### src/rtl/sgf_pkg.sv
package sgf_pkg;
  // strobes from control to datapath
  typedef struct packed {
    logic active;
    logic expand;
    logic dataPhase;
    logic gapPhase;
    logic capture;
  } ctrl_t;
endpackage

### src/rtl/sgf_ctrl.sv
module sgf_ctrl #(
  parameter int SIZE_W    = 8,
  parameter int CNT_W     = 4,
  parameter int IDX_W     = 3,
  parameter int GAP_BYTES = 4
) (
  input  logic               clk,
  input  logic               rstN,
  input  logic               start,
  input  logic               cfgExpand,
  input  logic [SIZE_W-1:0]  cfgChunkBytes,
  input  logic [CNT_W-1:0]   cfgChunkCount,
  input  logic               beat,
  output sgf_pkg::ctrl_t     ctrl,
  output logic [IDX_W-1:0]   chunkIdx,
  output logic               frameDone
);
  localparam int GAP_W = (GAP_BYTES > 1) ? $clog2(GAP_BYTES) : 1;
  localparam logic [GAP_W-1:0] GAP_LAST = GAP_W'(GAP_BYTES - 1);

  typedef enum logic [1:0] {ST_IDLE, ST_DATA, ST_GAP} state_t;

  state_t            state;
  logic [SIZE_W-1:0] byteCnt;
  logic [SIZE_W-1:0] sizeQ;
  logic [IDX_W-1:0]  lastIdxQ;
  logic [GAP_W-1:0]  gapCnt;
  logic              expandQ;
  logic              doneQ;
  logic              startOk;

  assign startOk = start && (state == ST_IDLE) && (cfgChunkBytes != '0) && (cfgChunkCount != '0);

  always_ff @(posedge clk) begin
    if (!rstN) begin
      state    <= ST_IDLE;
      byteCnt  <= '0;
      sizeQ    <= '0;
      lastIdxQ <= '0;
      gapCnt   <= '0;
      expandQ  <= 1'b0;
      chunkIdx <= '0;
      doneQ    <= 1'b0;
    end else begin
      doneQ <= 1'b0;
      case (state)
        ST_IDLE: if (startOk) begin
          state    <= ST_DATA;
          sizeQ    <= cfgChunkBytes;
          lastIdxQ <= IDX_W'(cfgChunkCount - 1'b1);
          expandQ  <= cfgExpand;
          byteCnt  <= '0;
          gapCnt   <= '0;
          chunkIdx <= '0;
        end
        ST_DATA: if (beat) begin
          if (byteCnt == sizeQ - 1'b1) begin
            state  <= ST_GAP;
            gapCnt <= '0;
          end else begin
            byteCnt <= byteCnt + 1'b1;
          end
        end
        ST_GAP: if (beat) begin
          if (gapCnt == GAP_LAST) begin
            if (chunkIdx == lastIdxQ) begin
              state <= ST_IDLE;
              doneQ <= 1'b1;
            end else begin
              state    <= ST_DATA;
              chunkIdx <= chunkIdx + 1'b1;
              byteCnt  <= '0;
            end
          end else begin
            gapCnt <= gapCnt + 1'b1;
          end
        end
        default: state <= ST_IDLE;
      endcase
    end
  end

  always_comb begin
    ctrl.active    = (state != ST_IDLE);
    ctrl.expand    = expandQ;
    ctrl.dataPhase = (state == ST_DATA);
    ctrl.gapPhase  = (state == ST_GAP);
    ctrl.capture   = (state == ST_GAP) && (gapCnt == '0) && !expandQ;
  end

  assign frameDone = doneQ;

  p_done_pulse_r6: assert property (@(posedge clk) disable iff (!rstN)
    frameDone |=> !frameDone);

  p_byte_bound_r9: assert property (@(posedge clk) disable iff (!rstN)
    (state == ST_DATA) |-> (byteCnt < sizeQ));

  p_start_ignored_r8: assert property (@(posedge clk) disable iff (!rstN)
    (state != ST_IDLE) |=> ($stable(sizeQ) && $stable(lastIdxQ) && $stable(expandQ)));

  p_done_from_gap_r6: assert property (@(posedge clk) disable iff (!rstN)
    $rose(frameDone) |-> ($past(state) == ST_GAP));
endmodule

### src/rtl/sgf_datapath.sv
module sgf_datapath #(
  parameter int DATA_W     = 8,
  parameter int MAX_CHUNKS = 8,
  parameter int IDX_W      = 3
) (
  input  logic               clk,
  input  logic               rstN,
  input  sgf_pkg::ctrl_t     ctrl,
  input  logic [IDX_W-1:0]   chunkIdx,
  input  logic [DATA_W-1:0]  inData,
  input  logic               inValid,
  output logic               inReady,
  output logic [DATA_W-1:0]  outData,
  output logic               outValid,
  input  logic               outReady,
  input  logic [IDX_W-1:0]   statusSel,
  output logic [DATA_W-1:0]  statusByte,
  output logic               beat
);
  logic [MAX_CHUNKS-1:0][DATA_W-1:0] statusFile;

  always_comb begin
    inReady  = 1'b0;
    outValid = 1'b0;
    outData  = '0;
    beat     = 1'b0;
    if (ctrl.dataPhase) begin
      inReady  = outReady;
      outValid = inValid;
      outData  = inData;
      beat     = inValid && outReady;
    end else if (ctrl.gapPhase) begin
      if (ctrl.expand) begin
        outValid = 1'b1;
        beat     = outReady;
      end else begin
        inReady = 1'b1;
        beat    = inValid;
      end
    end
  end

  for (genvar g = 0; g < MAX_CHUNKS; g++) begin : g_status
    always_ff @(posedge clk) begin
      if (!rstN)
        statusFile[g] <= '0;
      else if (ctrl.capture && inValid && (chunkIdx == IDX_W'(g)))
        statusFile[g] <= inData;
    end
  end

  assign statusByte = statusFile[statusSel];

  p_idle_quiet_r1: assert property (@(posedge clk) disable iff (!rstN)
    !ctrl.active |-> (!inReady && !outValid));

  p_stall_r7: assert property (@(posedge clk) disable iff (!rstN)
    (ctrl.dataPhase && !outReady) |-> !inReady);

  p_status_hold_r5: assert property (@(posedge clk) disable iff (!rstN)
    !(ctrl.capture && inValid) |=> $stable(statusFile));

  p_gap_side_r10: assert property (@(posedge clk) disable iff (!rstN)
    ctrl.gapPhase |-> (ctrl.expand ? !inReady : !outValid));
endmodule

### src/rtl/spare_gap_framer.sv
module spare_gap_framer #(
  parameter int DATA_W     = 8,
  parameter int SIZE_W     = 8,
  parameter int MAX_CHUNKS = 8,
  parameter int GAP_BYTES  = 4,
  localparam int CNT_W     = $clog2(MAX_CHUNKS + 1),
  localparam int IDX_W     = (MAX_CHUNKS > 1) ? $clog2(MAX_CHUNKS) : 1
) (
  input  logic              clk,
  input  logic              rstN,
  input  logic              start,
  input  logic              cfgExpand,
  input  logic [SIZE_W-1:0] cfgChunkBytes,
  input  logic [CNT_W-1:0]  cfgChunkCount,
  input  logic [DATA_W-1:0] inData,
  input  logic              inValid,
  output logic              inReady,
  output logic [DATA_W-1:0] outData,
  output logic              outValid,
  input  logic              outReady,
  input  logic [IDX_W-1:0]  statusSel,
  output logic [DATA_W-1:0] statusByte,
  output logic              frameDone
);
  sgf_pkg::ctrl_t   ctrl;
  logic [IDX_W-1:0] chunkIdx;
  logic             beat;

  sgf_ctrl #(
    .SIZE_W(SIZE_W), .CNT_W(CNT_W), .IDX_W(IDX_W), .GAP_BYTES(GAP_BYTES)
  ) u_ctrl (
    .clk(clk), .rstN(rstN), .start(start), .cfgExpand(cfgExpand),
    .cfgChunkBytes(cfgChunkBytes), .cfgChunkCount(cfgChunkCount),
    .beat(beat), .ctrl(ctrl), .chunkIdx(chunkIdx), .frameDone(frameDone)
  );

  sgf_datapath #(
    .DATA_W(DATA_W), .MAX_CHUNKS(MAX_CHUNKS), .IDX_W(IDX_W)
  ) u_dp (
    .clk(clk), .rstN(rstN), .ctrl(ctrl), .chunkIdx(chunkIdx),
    .inData(inData), .inValid(inValid), .inReady(inReady),
    .outData(outData), .outValid(outValid), .outReady(outReady),
    .statusSel(statusSel), .statusByte(statusByte), .beat(beat)
  );
endmodule

### config.mk
export PLATFORM = sky130hd
export DESIGN_NAME = spare_gap_framer
export DESIGN_NICKNAME = d
export VERILOG_FILES = /design/src/rtl/sgf_pkg.sv /design/src/rtl/sgf_ctrl.sv /design/src/rtl/sgf_datapath.sv /design/src/rtl/spare_gap_framer.sv
export SDC_FILE = /design/constraint.sdc
export NUM_CORES = 1
export LEC_CHECK = 0
export BUFFER_PORTS_ARGS = -buffer_cell sky130_fd_sc_hd__buf_2
export CAP_MARGIN = 20
export CORE_UTILIZATION = 45
export CTS_BUF_LIST = sky130_fd_sc_hd__clkbuf_4 sky130_fd_sc_hd__clkbuf_8 sky130_fd_sc_hd__clkbuf_16
export DETAILED_ROUTE_END_ITERATION = 10
export GPL_TIMING_DRIVEN = 0
export PLACE_DENSITY = 0.65
export RECOVER_POWER = 100
export SYNTH_ARGS = -nofsm -noshare
export SYNTH_HDL_FRONTEND = slang
export SYNTH_SLANG_ARGS = --single-unit
### constraint.sdc
create_clock -name clk -period 2.7 [get_ports clk]
set_input_delay 0.135 -clock clk [delete_from_list [all_inputs] [get_ports clk]]
set_output_delay 0.135 -clock clk [all_outputs]
set_load 0.005 [all_outputs]
### Word-level counts from Yosys, hierarchy flattened

Index checks and enable logic that the tools add are counted.

| operators by class | value |
|---|---|
| add/sub/neg operators | 5 |
| $lt $le $gt $ge | 1 |
| equality and inequality tests | 20 |
| multiplexer cells | 38 |
| reduce and logical (&&, ||, !) cells | 29 |

Operator list:

| cell | number |
|---|---|
| $mux 8 | 8 |
| $bmux 8 s3 | 1 |
| $pmux 8 s3 | 1 |
| $mux 2 | 10 |
| $logic_and 1x1->1 | 15 |
| $eq 3x3->1 const B | 4 |
| $mux 3 | 4 |
| $pmux 2 s3 | 2 |
| $mux 1 | 11 |
| $ne 2x1->1 const B | 5 |
| $reduce_and 5->1 | 2 |
| $add 8x1->8 const B | 1 |
| $eq 8x8->1 | 1 |
| $reduce_bool 8->1 | 1 |
| $sub 8x1->8 const B | 1 |
| $reduce_and 7->1 | 1 |
| $eq 3x2->1 const B | 2 |
| $ne 2x2->1 const B | 3 |
| $pmux 3 s2 | 1 |
| $reduce_and 6->1 | 1 |
| $eq 2x2->1 const B | 2 |
| $logic_not 2->1 | 2 |
| $lt 3x4->1 const B | 1 |
| $reduce_and 4->1 | 1 |
| 12 further kinds | 12 |

| storage, ports and cells | value |
|---|---|
| bits in registers | 92 |
| input port bits | 29 |
| output and inout bits | 19 |
| logic and storage cells | 109 |

### Depth between registers and ports, before layout

Gate-level depths: netlist of run 1.

| depth | value |
|---|---|
| depth after elaboration | 6 |
| mapped depth | 11 |
| depth with buffers taken out | 9 |

### By module

A second synthesis of run 1 with hierarchy kept.

| unflattened totals | value |
|---|---|
| cell total of the unflattened synthesis | 471 |
| area total of the unflattened synthesis | 4687.0 um^2 |

By module, submodules not included:

| module | times used | cells an instance | area each (um^2) | sequential area each (um^2) |
|---|---|---|---|---|
| sgf_datapath | 1 | 270 | 2969.1 | 1281.2 |
| sgf_ctrl | 1 | 201 | 1717.9 | 560.5 |

### Worst setup path before layout of run 1

Ideal clock, no wire load.

| timing | value |
|---|---|
| kind | flip-flop to flip-flop |
| start | reg u_ctrl.sizeQ[0] |
| end | reg u_ctrl.byteCnt[5] |
| setup time | 0.072 ns |
| arrival | 2.083 ns |
| data required time | 2.628 ns |
| slack | 0.545 ns |
| cell stages (with the launch flop) | 11 |
| path buffers | 2 |
| period minus slack after synthesis | 2.155 ns |
| path through | dfxtp_1 > inv_1 > ha_1 > clkbuf_2 > xnor2_1 > o21ai_0 > o41ai_1 > a31o_1 > buf_6 > a2111oi_4 > mux2i_1 |

| between the ends | value |
|---|---|
| cells in the longest elaborated chain, start to end | 4 |

Ends and longest elaborated chain:

| element | line | RTL |
|---|---|---|
| start: declaration | sgf_ctrl.sv:25 | `logic [SIZE_W-1:0] sizeQ;` |
| start signal: assignment | sgf_ctrl.sv:49 | `sizeQ <= cfgChunkBytes;` |
| $sub 8x1->8 | sgf_ctrl.sv:57 | `if (byteCnt == sizeQ - 1'b1) begin` |
| $eq 8x8->1 | sgf_ctrl.sv:57 |  |
| $ne 2x2->1 (no source line) | n/a |  |
| $reduce_and 7->1 (no source line) | n/a |  |
| end signal: assignment | sgf_ctrl.sv:61 | `byteCnt <= byteCnt + 1'b1;` |
| end: declaration | sgf_ctrl.sv:24 | `logic [SIZE_W-1:0] byteCnt;` |

Every way passes these cells.
A chain may end at the register's enable or synchronous reset.

### Final worst setup path of run 1

| timing | value |
|---|---|
| start | in cfgChunkCount[0] |
| end | reg u_ctrl.byteCnt[0] |

| between the ends | value |
|---|---|
| cells in the longest elaborated chain, start to end | 4 |

Ends and longest elaborated chain:

| element | line | RTL |
|---|---|---|
| start: declaration | spare_gap_framer.sv:14 | `input logic [CNT_W-1:0] cfgChunkCount,` |
| $reduce_bool 4->1 | sgf_ctrl.sv:32 | `assign startOk = start && (state == ST_IDLE) && (cfgChunkBytes != '0) && (cfgChunkCount != '0);` |
| $logic_and 1x1->1 | sgf_ctrl.sv:32 |  |
| $ne 2x1->1 (no source line) | n/a |  |
| $reduce_and 7->1 (no source line) | n/a |  |

Every way passes these cells.

==> run summary, run 1 <==
The gate count of the mapped netlist came out at around 540. After clock tree synthesis, the flow added hold-fix buffers numbering 2. The final instance area is approximately 5400 sq um. Detailed routing placed a total of 950 microns of wire on met3. The fraction of power consumed by sequential logic came out at 0.460. The DRC violations left came out at 0.

Traced cell by cell, the critical path runs through dlygate4sd3_1 > buf_2 > inv_1 > ha_1 > nor3b_1 > nor4b_1 > buf_2 > a211o_4 > nand3_4 > or4_1 > o211ai_1. The first-pass GRT wire length came out at 20500 microns. After detailed routing, the average wire length per cell comes to between 15 and 20 microns.

The remaining number of nets flagged by the antenna check after routing is 0. The net switching power of the design came out at 0.946 mW. The most used flip-flop cell after synthesis is sky130_fd_sc_hd__dfxtp_1. Of the total power, the share spent switching nets is 0.305. Entering global routing, the biggest net connects 17 pins.

The run finished with clean final reports. The minimum clock period after layout is 2600 ps. The total clock sinks is roughly 90. The areal power density over the cells is roughly 580 nW/um^2. The maximum number of buffers from clock root to sink is 2. For this block, the routed nets add up to approximately 13000 microns of wire. The share of synthesized area occupied by flip-flops and latches is 0.385. The setup slack of the worst register-to-register path is ~200 ps. After filler insertion, the fill cell instance count of the layout stands at about 1000. The tree is rooted in a sky130_fd_sc_hd__clkbuf_8. The antenna diode instance count came out at 0. The routed length on met2 came out at around 5800 microns.

The total negative slack is 0 ps. The starting utilization of the core area is 0.464. Leaving out fill and tap cells, the most frequent cell in the layout is sky130_fd_sc_hd__dfxtp_1. Setup violations remaining at the end of the flow were counted as 0. The leakage dissipation is 2.12 nW. The number of warnings reported in the yosys synthesis log came out at 0. The die area came out at roughly 11000 sq um.

The data required time of the critical path is between 2000 and 3000 ps. The number of input and output port buffers inserted is 36. The via count of the first global-routing pass came out at between 3000 and 4000. Clock skew on the completed layout was measured at between 9 and 10 ps.

The total clock buffers created by CTS came out at 9. The actual slew at the worst max-slew pin is ~950 ps. The highest ir drop seen on vdd came out at roughly 270 uV. The finished layout holds ~730 standard cells, fillers aside. The top fanout value on the critical path came out at 10. The number of storage elements in the synthesis netlist is 92. The all-layer global routing usage came out at 0.240.

In this run the cell area measured after placement is around 5100 sq um. The net count of the mapped netlist is around 580. The final number of hold-violating endpoints is 0. The later pin in the worst-skew pair is clocked with a latency of 370 ps. The total of max-cap violations came out at 0.

The proportion of layout cells with a drive suffix above 1 is 0.154. The detailed-route vias per instance came out at between 5 and 6. The length of the first detailed-routing pass in iterations is 6. The initial antenna violation count is 0. The clock-pin slew on the worst setup and hold paths came out at around 90 ps.

The row count is 37. The starting DRC count in detailed routing came out at approximately 310. between 40 and 50 I/O pins were placed. The area overhead of the layout relative to synthesis came out at 11.8%. The floorplan core area is slightly above 10000 sq um. The total global routing overflow is 0. After clock tree synthesis, the repair step resized 0 gates. In the layout the commonest cells are 92 x sky130_fd_sc_hd__dfxtp_1, 80 x sky130_fd_sc_hd__nand2_1, 53 x sky130_fd_sc_hd__nand3_1. The power share of the clock group is 0.351. The internal power summed over all cells came out at ~2.2 mW.

The cell area that synthesis handed to floorplanning was between 4000 and 5000 sq um. The placed instance count is roughly 710. The arrival time of data at the critical path endpoint came out at between 2000 and 3000 ps. The share of async-settable or async-resettable flops after synthesis is 0.

STA classifies the critical path startpoint as an input port. The total number of vias is 4191. After detailed routing, no signal wire sits above met4.

The number of max-slew violations in the final report is 0. The delay of the slowest cell on the worst path is 520 ps. The number of enable flip-flop cells after synthesis is 0. On the critical path, the stage with the largest delay is an instance of sky130_fd_sc_hd__dlygate4sd3_1. STA classifies the critical path endpoint as a flip-flop. Measured against its own limit, the worst slew margin works out to 0.359. The vertical extent of the die came out at between 100 and 150 microns.

The number of unique standard cell types used by synthesis is 56. The number of H-tree levels is 3. The most used cell along the critical path is sky130_fd_sc_hd__buf_2.

Of the total power, combinational logic draws 0.189. The placed wire-length estimate after detailed placement is around 9000 microns. Setup repair after global routing left no endpoint under its margin. The horizontal die dimension came out at around 110 microns. The average instance in the mapped netlist occupies 8.91 sq um. The buffers inserted during post-CTS setup optimization came out at 0.

The total number of nets in the final design came out at between 600 and 700. The maximum operating frequency came out at between 300 and 400 MHz. The fraction of the cycle the final worst path needs is 0.963.

In the final routing, the length of wire on met1 measures slightly below 6000 microns. The setup path with the least slack is of type input port to flip-flop. TritonCTS built the clock tree.

The min-delay analysis places its worst path in the category input port to flip-flop. The global placer's final weighted congestion came out at 0.874.
==> layout make-up <==
| cell class | count | area, sq um | area share |
|---|---|---|---|
| multi-input combinational | 385 | 2660 | 0.497 |
| sequential | 92 | 1840 | 0.344 |
| buffer | 45 | 196 | 0.0367 |
| timing repair buffer | 38 | 195 | 0.0365 |
| tap | 136 | 170 | 0.0318 |
| clock buffer | 10 | 138 | 0.0257 |
| clock inverter | 6 | 91.3 | 0.0171 |
| inverter | 15 | 56.3 | 0.0105 |
==> stage by stage <==
step	power, mW	setup slack (ps)	utilization	hold slack (ps)
floorplan	1.89	545	-	231
global placement	2.04	342	0.498	338
detailed placement	2.06	327	0.498	341
CTS	3.14	198	0.522	1.77
global route	3.23	22.8	0.518	23.9
finish	3.11	100	0.518	15.5
==> critical path: cells and delay by family <==
family	cells	cell delay (ps)
adder cells (fa/ha/maj)	1	200
AND/OR/NAND/NOR	4	1170
buffers and inverters	4	1020
AO/OA/AOI/OAI	2	360
==> synth_stat cells (all sizes together) (2+ instances only) <==
library cell | number | area share
a2111oi | 3 | 0.015
a211oi | 9 | 0.017
a21oi | 52 | 0.054
a22oi | 2 | 0.0031
a31oi | 3 | 0.0039
and3 | 12 | 0.018
buf | 12 | 0.017
clkbuf | 33 | 0.026
dfxtp | 92 | 0.38
ha | 11 | 0.029
inv | 14 | 0.011
mux2 | 9 | 0.022
mux2i | 33 | 0.069
mux4 | 16 | 0.075
nand2 | 80 | 0.063
nand3 | 54 | 0.059
nand4 | 5 | 0.0065
nor2 | 43 | 0.034
nor2b | 2 | 0.0026
nor3 | 4 | 0.0052
nor4 | 5 | 0.013
o211ai | 2 | 0.0031
o21ai | 3 | 0.0031
o21bai | 2 | 0.0031
or3 | 5 | 0.0065
xnor2 | 8 | 0.015
xor2 | 6 | 0.011
==> path summary, 6_finish.rpt <==
path / from / to / depth (start not counted)
worst max-delay path: cfgChunkCount[0] / u_ctrl.byteCnt[0]$_SDFFE_PN0P_ / 11
worst min-delay path: cfgChunkBytes[3] / u_ctrl.sizeQ[3]$_SDFFE_PN0P_ / 3
worst max register to register: u_ctrl.sizeQ[0]$_SDFFE_PN0P_ / u_ctrl.byteCnt[6]$_SDFFE_PN0P_ / 10
worst min register to register: u_dp.statusFile[20]$_SDFFE_PN0P_ / u_dp.statusFile[20]$_SDFFE_PN0P_ / 2
==> kinds of logic (layout without fill, tap and decap cells) <==
kind of cell	count (synthesis)	count (layout)	share of synthesized area
AND/OR/NAND/NOR	216	216	0.217
flip-flops	92	92	0.385
AO/OA/AOI/OAI	86	86	0.123
buffers and inverters	60	114	0.0549
multiplexers	58	58	0.166
XOR/XNOR	14	14	0.0256
adder cells (fa/ha/maj)	11	11	0.0288
==> registers in the layout, indices dropped and copies added, names as in the netlist <==
name / count
u_ctrl.expandQ: 1
u_ctrl.lastIdxQ: 3
u_ctrl.gapCnt: 2
u_ctrl.sizeQ: 8
u_ctrl.chunkIdx: 3
u_ctrl.byteCnt: 8
u_ctrl.frameDone: 1
u_ctrl.state: 2
u_dp.statusFile: 64
==> power groups by stage <==
stage / clock (mW) / sequential, mW / combinational, mW
floorplan: 0 / 1.45 / 0.434
global placement: 0 / 1.46 / 0.579
detailed placement: 0 / 1.46 / 0.593
CTS: 1.11 / 1.43 / 0.598
global route: 1.16 / 1.44 / 0.638
finish: 1.09 / 1.43 / 0.586
==> routing by layer <==
layer  GRT usage  vias up
met5           0        -
met4      0.0785        0
met3      0.0555       13
met2       0.374      162
met1       0.329     2020
li1            -     1996
Power figures use the tool's default switching activity.
==> inputs of run 2 (changes only) <==
Settings changed: HOLD_SLACK_MARGIN set to 0.15, SETUP_SLACK_MARGIN set to 0.4.
==> run 2 against run 1 <==
Compared with the run above:
- wire length is 2.0% higher
- clock skew is essentially flat
- critical path depth is 1 lower
- sequential cell count unchanged
- total power rose by 1.3%
- cell area grew 3.1%
- clock power about the same
- die area did not move
- cell count rose by 1.7%
- global-route usage rose by 0.20 points
- fmax grew 6.3%
- sequential power is essentially flat
- largest cell class unchanged
- largest power group unchanged
- highest routed layer unchanged
==> run summary, run 2 (synthesis gave the netlist of run 1 again) <==
The vertical extent of the die came to 105 microns (unchanged). The via count of the first global-routing pass came out at 3891 (+1.7%). The data required time of the critical path came out at 2990 ps (about the same). The actual slew at the worst max-slew pin is 660 ps (-294 ps). The total global routing overflow came out at 0 (unchanged). The number of input and output port buffers inserted came out at 36 (unchanged). The clock tree from TritonCTS is yes. The internal power summed over all cells came out at 2.18 mW (+0.92%). The total negative slack is 0 ps (unchanged). The detail-routed net length per standard cell came out at 17.6 microns (+0.29%). The worst clock skew on the final layout is 9.13 ps (-0.236 ps).

The startpoint of the most critical register-to-register path is u_ctrl.state[0]$_SDFFE_PN0P_. The total of max-cap violations was 0 (unchanged). The global placer's final weighted congestion came out at 0.874 (unchanged). The row count is 37 (unchanged). The register containing the most flip-flops in the final layout is u_dp.statusFile. The filler cell count came to 985 (-1.2%). The clock-pin slew on the worst setup and hold paths is 90 ps (about the same). The highest ir drop seen on vdd is 271 uV (+0.58%).

The fraction of power consumed by sequential logic came out at 0.455 (-0.005). The number of H-tree levels is 3 (unchanged). The placed wire-length estimate after detailed placement is 9010 microns (unchanged).

The fraction of the cycle the final worst path needs is 0.906 (-0.0572). The starting utilization of the core area is 0.464 (unchanged). The total clock sinks is 92 (unchanged). The worst setup margin is 255 ps (+154 ps). The floorplan core area came to 10300 sq um (unchanged). The number of top-level pins is 48 (unchanged). The startpoint identified for the worst hold timing path is inData[3]. The area of the multi-input gates came out at 2700 sq um (+1.5%). The setup-violating endpoint count in the final report came out at 0 (unchanged). The startpoint-to-endpoint class of the critical path is input port to flip-flop. The register area is 1850 sq um (+0.34%).

The maximum number of buffers from clock root to sink came out at 2 (unchanged). The antenna diode instance count is 0 (unchanged). The headroom to the max-slew limit is 0.560 (+0.201).

The leakage dissipation came out at 2.18 nW (+2.8%). The proportion of layout cells with a drive suffix above 1 was 0.164 (+0.0102). The horizontal die dimension came out at 105 microns (unchanged). The flow ran to the end, and the final reports show no timing, DRC or antenna violations. The total clock buffers created by CTS is 9 (unchanged). The switching share of power is 0.307 (+0.00263). The minimum setup slack after placement was 327 ps (unchanged). The area overhead of the layout relative to synthesis came out at 15.2%. The die area is 11100 sq um (unchanged). In the final layout, the registers with the most flip-flops are u_dp.statusFile: 64 flops, u_ctrl.byteCnt: 8 flops, u_ctrl.sizeQ: 8 flops. The areal power density over the cells was 571 nW/um^2 (-1.7%).

The worst-skew pair later-pin latency is 370 ps (about the same). The final number of hold-violating endpoints came out at 0 (unchanged). The arrival time of data at the critical path endpoint came out at 2730 ps (-160 ps). Setup repair after global routing could not meet its margin everywhere. The maximum operating frequency was 409 MHz (+6.3%). In the layout the commonest cells are 89 x sky130_fd_sc_hd__dfxtp_1, 80 x sky130_fd_sc_hd__nand2_1, 52 x sky130_fd_sc_hd__nand3_1, 52 x sky130_fd_sc_hd__a21oi_1. The top fanout value on the critical path is 9 (-1).

The largest net degree at the start of global routing is 17 (unchanged). The all-layer global routing usage is 0.242 (+0.00201). The remaining number of nets flagged by the antenna check after routing came out at 0 (unchanged).

The total number of vias came out at 4180 (-0.26%). The flip-flop count of the largest register after layout came out at 64 (unchanged). The first-pass GRT wire length is 20700 microns (+0.91%).

The worst setup path is launched from an input port. The setup slack of the worst register-to-register path came out at 310 ps (+110 ps). The number of cells traversed by the worst register-to-register path is 7 (-3). The minimum clock period after layout is 2450 ps (-154 ps). The length of the first detailed-routing pass in iterations is 5 (-1). The starting DRC count in detailed routing came out at 313 (+0.32%). The hold-critical path depth came out at 3 (unchanged). The total number of nets in the final design is 638 (+1.9%).

The tree is rooted in a sky130_fd_sc_hd__clkbuf_8. The most common cell after layout, fill and taps aside is sky130_fd_sc_hd__dfxtp_1. The wire length reported by the detailed router is 13000 microns (+2.0%). The power share of the clock group is 0.348 (-0.003). The path class of the tightest hold or removal check is input port to flip-flop.

The relative contribution of combinational cells to total power came out at 0.196 (+0.007). The number of max-slew violations in the final report came to 0 (unchanged). The worst hold path terminates at u_dp.statusFile[27]$_SDFFE_PN0P_. The DRC violations left came out at 0 (unchanged). The net switching power of the design came out at 0.967 mW (+2.2%). The worst register-to-register path ends at u_ctrl.byteCnt[0]$_SDFFE_PN0P_. The initial antenna violation count came to 0 (unchanged). STA classifies the critical path endpoint as a flip-flop. The detailed-route vias per instance is 5.66 (-1.9%).
## run 2: changes by cell type in the layout (fill, tap and decap cells not counted), sizes merged
cell / previous run / this run
dlygate4sd3: 2 / 13
clkbuf: 51 / 54
buf: 40 / 38
## run 2: worst max-delay path by stage
stage	endpoint	start	slack, ps
floorplan	u_ctrl.byteCnt[5]$_SDFFE_PN0P_	u_ctrl.sizeQ[0]$_SDFFE_PN0P_	550
global placement	u_ctrl.byteCnt[0]$_SDFFE_PN0P_	cfgChunkCount[0]	340
detailed placement	u_ctrl.byteCnt[5]$_SDFFE_PN0P_	u_ctrl.sizeQ[0]$_SDFFE_PN0P_	330
CTS	u_ctrl.byteCnt[6]$_SDFFE_PN0P_	u_ctrl.sizeQ[0]$_SDFFE_PN0P_	410
global route	u_ctrl.gapCnt[1]$_SDFFE_PN0P_	cfgChunkBytes[7]	200
finish	u_ctrl.gapCnt[1]$_SDFFE_PN0P_	cfgChunkBytes[7]	250
## run 2: per-stage QoR
step	power, mW	hold WS, ps	cells	util	cell area [sq um]
after floorplan	1.89	231	537	-	4790
after global placement	2.04	338	709	0.498	5140
after global routing	3.27	214	739	0.534	5510
final	3.15	195	739	0.534	5510
after detailed placement	2.06	341	709	0.498	5140
after CTS	3.15	176	738	0.533	5500
## run 2: area by class of cell
class | instances | area share
multi-input cells | 385 | 0.490
flip-flops and latches | 92 | 0.335
plain buffers | 45 | 0.0363
repair buffers | 50 | 0.0563
inverters | 15 | 0.0102
clock buffers | 10 | 0.0250
well taps | 136 | 0.0309
clock inverters | 6 | 0.0166
## run 2: power by group through the flow
stage | registers, mW | clock network, mW | logic, mW
floorplan | 1.45 | 0 | 0.434
global placement | 1.46 | 0 | 0.579
detailed placement | 1.46 | 0 | 0.593
CTS | 1.43 | 1.11 | 0.612
global route | 1.44 | 1.16 | 0.671
finish | 1.43 | 1.10 | 0.618
## run 2: worst max-delay path, cell delays in order
cell and delay [ps]:
sky130_fd_sc_hd__dlygate4sd3_1 540, sky130_fd_sc_hd__buf_2 130, sky130_fd_sc_hd__nor4_1 360, sky130_fd_sc_hd__nand2_1 190
sky130_fd_sc_hd__and2_0 190, sky130_fd_sc_hd__clkbuf_1 210, sky130_fd_sc_hd__o32ai_1 520, sky130_fd_sc_hd__nor3_1 120
sky130_fd_sc_hd__mux2i_1 140, sky130_fd_sc_hd__a211oi_1 210
## run 2: routing by layer
layer / share of wire / track usage / up-vias
li1: - / - / 2013
met1: 0.46 / 0.329 / 2024
met2: 0.46 / 0.382 / 127
met3: 0.065 / 0.0543 / 16
met4: 0.014 / 0.0785 / 0
met5: 0 / 0 / -
## run 2: timing repair
item                       in CTS  in global routing
hold endpoints to repair       16                  0
setup endpoints to repair       4                 40
hold buffers                   13                  0
pin swaps                       0                  4
setup buffers                   0                  1
resized for setup               3                 13
